$ cat src/rtl/serial_bank_ctrl.sv
module serial_bank_ctrl #(
  parameter int PRG_BANKS16 = 8,
  parameter int CHR_BANKS8  = 4,
  localparam int PRG_AW = $clog2(PRG_BANKS16) + 14,
  localparam int CHR_AW = $clog2(CHR_BANKS8) + 13
) (
  input  logic              clk,
  input  logic              rst_n,
  input  logic              wr_en,
  input  logic [15:0]       addr,
  input  logic [7:0]        wdata,
  output logic [PRG_AW-1:0] prg_lo_base,
  output logic [PRG_AW-1:0] prg_hi_base,
  output logic [CHR_AW-1:0] chr_lo_base,
  output logic [CHR_AW-1:0] chr_hi_base,
  output logic [1:0]        mirror
);

  localparam logic [4:0] SHIFT_INIT = 5'h10;
  localparam logic [4:0] CTL_INIT   = 5'h0C;

  function automatic logic [PRG_AW-1:0] prg16(input logic [3:0] v);
    int unsigned b;
    b = (int'(v) % PRG_BANKS16) << 14;
    return PRG_AW'(b);
  endfunction

  function automatic logic [PRG_AW-1:0] prg32(input logic [3:0] v);
    int unsigned b;
    b = ((int'(v) >> 1) % (PRG_BANKS16 / 2)) << 15;
    return PRG_AW'(b);
  endfunction

  function automatic logic [CHR_AW-1:0] chr4(input logic [4:0] v);
    int unsigned b;
    b = (int'(v) % (2 * CHR_BANKS8)) << 12;
    return CHR_AW'(b);
  endfunction

  function automatic logic [CHR_AW-1:0] chr8(input logic [4:0] v, input logic upper);
    int unsigned b;
    b = (((int'(v) >> 1) % CHR_BANKS8) << 13) | (upper ? 32'h1000 : 32'h0);
    return CHR_AW'(b);
  endfunction

  localparam logic [PRG_AW-1:0] PRG_LAST = PRG_AW'((PRG_BANKS16 - 1) << 14);

  logic [4:0] shift_q;
  logic [4:0] ctl_q;

  wire       hit      = wr_en & addr[15];
  wire       esc      = hit & wdata[7];
  wire [4:0] shift_nx = {wdata[0], shift_q[4:1]};
  wire       done     = hit & ~wdata[7] & shift_q[0];
  wire [1:0] target   = addr[14:13];

  assign mirror = ctl_q[1:0];

  always_ff @(posedge clk) begin
    if (!rst_n) begin
      shift_q     <= SHIFT_INIT;
      ctl_q       <= CTL_INIT;
      prg_lo_base <= '0;
      prg_hi_base <= PRG_LAST;
      chr_lo_base <= '0;
      chr_hi_base <= CHR_AW'(32'h1000);
    end else if (esc) begin
      shift_q <= SHIFT_INIT;
      ctl_q   <= ctl_q | CTL_INIT;
    end else if (hit && !shift_q[0]) begin
      shift_q <= shift_nx;
    end else if (done) begin
      shift_q <= SHIFT_INIT;
      case (target)
        2'd0: ctl_q <= shift_nx;
        2'd1: begin
          if (ctl_q[4]) begin
            chr_lo_base <= chr4(shift_nx);
          end else begin
            chr_lo_base <= chr8(shift_nx, 1'b0);
            chr_hi_base <= chr8(shift_nx, 1'b1);
          end
        end
        2'd2: if (ctl_q[4]) chr_hi_base <= chr4(shift_nx);
        default: begin
          case (ctl_q[3:2])
            2'd2: begin
              prg_lo_base <= '0;
              prg_hi_base <= prg16(shift_nx[3:0]);
            end
            2'd3: begin
              prg_lo_base <= prg16(shift_nx[3:0]);
              prg_hi_base <= PRG_LAST;
            end
            default: begin
              prg_lo_base <= prg32(shift_nx[3:0]);
              prg_hi_base <= prg32(shift_nx[3:0]) | PRG_AW'(32'h4000);
            end
          endcase
        end
      endcase
    end
  end

  AST_ESC_RESTART: assert property (@(posedge clk) disable iff (!rst_n)
    esc |=> shift_q == SHIFT_INIT);
  AST_ESC_MODE: assert property (@(posedge clk) disable iff (!rst_n)
    esc |=> ctl_q[3:2] == 2'b11 && mirror == $past(mirror));
  AST_ESC_WINDOWS: assert property (@(posedge clk) disable iff (!rst_n)
    esc |=> $stable(prg_lo_base) && $stable(prg_hi_base));
  AST_COMMIT_REARM: assert property (@(posedge clk) disable iff (!rst_n)
    done |=> shift_q == SHIFT_INIT);
  AST_IGNORED: assert property (@(posedge clk) disable iff (!rst_n)
    !hit |=> $stable(shift_q) && $stable(ctl_q) && $stable(prg_lo_base)
             && $stable(prg_hi_base) && $stable(chr_lo_base) && $stable(chr_hi_base));
  AST_FIXED_LAST: assert property (@(posedge clk) disable iff (!rst_n)
    (done && target == 2'd3 && ctl_q[3:2] == 2'd3) |=> prg_hi_base == PRG_LAST);
  AST_FIXED_FIRST: assert property (@(posedge clk) disable iff (!rst_n)
    (done && target == 2'd3 && ctl_q[3:2] == 2'd2) |=> prg_lo_base == '0);
  AST_CHR_PAIR: assert property (@(posedge clk) disable iff (!rst_n)
    (done && target == 2'd1 && !ctl_q[4]) |=> chr_hi_base == (chr_lo_base | CHR_AW'(32'h1000)));

endmodule

$ cat config.mk
export PLATFORM = sky130hd
export DESIGN_NAME = serial_bank_ctrl
export DESIGN_NICKNAME = d
export VERILOG_FILES = /design/src/rtl/serial_bank_ctrl.sv
export SDC_FILE = /design/constraint.sdc
export NUM_CORES = 1
export LEC_CHECK = 0
export BUFFER_PORTS_ARGS = -buffer_cell sky130_fd_sc_hd__buf_2
export CORE_MARGIN = 2
export CORE_UTILIZATION = 40
export CTS_CLUSTER_SIZE = 28
export DETAILED_ROUTE_END_ITERATION = 10
export GPL_TIMING_DRIVEN = 0
export PLACE_DENSITY = 0.85
export REMOVE_ABC_BUFFERS = 1
export SYNTH_ARGS = -nofsm -noshare
export SYNTH_HDL_FRONTEND = slang
export SYNTH_SLANG_ARGS = --single-unit
$ cat constraint.sdc
create_clock -name clk -period 1.3 [get_ports clk]
set_input_delay 0.195 -clock clk [delete_from_list [all_inputs] [get_ports clk]]
set_output_delay 0.195 -clock clk [all_outputs]
set_load 0.05 [all_outputs]
==> qor.yml <==
worst_setup_path_end_kind: "flip-flop"
period_minus_slack_ns: 1.21
core-area_sq_mm: 0.00328
max-cap-violations: 0
synth_common_cells: "buf_4 (54), dfxtp_1 (22), mux2i_1 (12), nand2_1 (11), nand3_1 (10)"
cts_setup_buffers: 0
synth_fa_ha_area_frac: 0
p_leak_uw: 0.000632
synthCells: 155
ys_types: 29
grt_pass1_wl_um: 3230
fp.dieW_um: 61.9
syn-cell-area_sq_mm: 0.00134
firstDrtPassIters: 4
critPathBufInv: 0
async_flop_share: 0
cts_buffers: 3
finalCritPeriodShare: 0.932
postCtsResizedCells: 0
start_util: 0.408
ys.flop_type: "dfxtp_1"
grt-ovfl-total: 0
clock.fmax_ghz: 0.825
clk_pin_slew_ns: 0.12
synthToLayoutAreaGrowth_pct: 0.280
ios: 93
worstPathRequired_ns: 1.54
holdCritPathClass: "in -> reg"
synth_most_common_cell: "buf_4"
yosysWarnings: 0
slew_viol_final: 0
fin_nets: 201
cpMaxStageDelayCell: "dfxtp_1"
rows: 21
drc: 0
vias_per_cell: 4.19
ir_drop_mv: 0.481
grt_pass1_vias: 734
drt_first_iter_violations: 17
drive_gt1_frac: 0.197
grtUsageTotal: 0.110
critical-path-top-delay-family: "simple AND/OR/NAND/NOR gates"
routed_wl_um: 2170
final_util: 0.409
hold_buffers: 0
critPathArrivalTime_ns: 1.45
synth-seq-area-share: 0.329
clock_latency_ns: 0.30
yosysTopAreaCell: "dfxtp_1"
synth_compound_area_frac: 0.0822
grt_max_degree: 17
finalHoldViolations: 0
start_kind: "flip-flop"
cts_tree: "built"
muxShareOfSynthArea: 0.0896
synth-edff-count: 0
wire_per_inst_um: 9.90
cpPeakStageDelay_ns: 0.42
status: "finished clean"
final.setup.tns_ns: 0
crit_type: "reg -> reg"
powerDensity_mw_per_mm2: 1070
h-tree-depth: 1
cts_root_buf: "clkbuf_4"
vias: 917
place_hpwl_um: 1590
synth_top_family_by_area: "buffers and inverters"
cts_sinks: 22
path_cells: "nand4b_4, nor3b_4, mux2i_1"
antenna_found_initial: 0
diodes: 0
clock_path_buffers: 2
skew_ns: 0.00279
die_h_um: 61.9
finalWeightedCongestion: 0.850
crit_fanout: 7
antenna_left: 0
synthTopCellsByArea: "dfxtp_1 (33%), buf_4 (30%), mux2i_1 (9.0%)"
die_area_sq_mm: 0.00383
synth_xor_area_frac: 0
yosysTopAreaCellShare: 0.329
synth_simple_gate_area_frac: 0.179
port_buffers: 21
ys_seq_elements: 22
setup_viol: 0
synth.avg_cell_area_sq_um: 8.65
==> cell families after synthesis <==
group / count (synthesis)
buffers and inverters: 59
AND/OR/NAND/NOR: 43
flip-flops: 22
AO/OA/AOI/OAI: 18
multiplexers: 12
other: 1
==> sequential cells by signal, summed over array words and instances, names as in the netlist <==
name	flops
chr_hi_base	3
chr_lo_base	3
ctl_q	5
prg_hi_base	3
prg_lo_base	3
shift_q	5
==> layer usage <==
layer,track usage,vias to the layer above,part of all wire
li1,-,458,-
met1,0.151,416,0.44
met2,0.179,43,0.47
met3,0.0228,0,0.089
met4,0.0274,0,0
met5,0,-,0
==> tightest hold or removal path: cells and delay by family <==
family / cells / cell delay, ns
AND/OR/NAND/NOR: 1 / 0.06
AO/OA/AOI/OAI: 1 / 0.06
buffers and inverters: 1 / 0.10
==> power breakdown <==
part | switching (uW) | internal (uW) | leakage, uW
sequential | 4.08 | 677 | 0.000178
combinational | 369 | 22.2 | 0.000433
clock | 199 | 171 | 0.0000210
==> worst paths after layout <==
path	from	endpoint	slack, ns	cells after the start
max	shift_q[0]	chr_lo_base[13]	0.09	3
min	wdata[0]	ctl_q[4]	0.15	3
max reg2reg	shift_q[0]	chr_lo_base[13]	0.09	3
min reg2reg	chr_hi_base[14]	chr_hi_base[14]	0.46	2
==> placed cells by master (no fill, tap or decap), drive strengths merged <==
cell type,n
nor3,1
inv,1
dfxtp,22
mux2i,12
nor4b,1
a211oi,2
a22oi,4
and4bb,1
nor3b,1
nand3b,1
a31oi,1
clkbuf,4
o21ai,6
nor2b,1
nand2b,1
nand4b,1
or3b,1
a21oi,5
and4b,1
nand4,1
nand2,11
buf,21
nand3,11
or2,1
conb,52
nor2,9
==> stage by stage <==
| stage | instances | instance area, sq um | hold WS, ns | setup WS, ns | total power, uW |
|---|---|---|---|---|---|
| final | 219 | 1340 | 0.147 | 0.0882 | 1440 |
| after CTS | 219 | 1310 | 0.145 | 0.0111 | 1440 |
| after global placement | 215 | 1270 | 0.443 | 0.0117 | 1070 |
| after floorplan | 148 | 1110 | 0.271 | 0.138 | 1040 |
| after detailed placement | 215 | 1270 | 0.446 | -0.0162 | 1080 |
| after global routing | 219 | 1340 | 0.138 | -0.0144 | 1510 |
==> cell type report <==
cell class	instances	area, sq um
well taps	46	57.6
flip-flops and latches	22	442
inverters	1	3.75
repair buffers	21	105
multi-input cells	125	699
clock buffers	4	36.3
fillers	349	1940
Power figures use the tool's default switching activity.
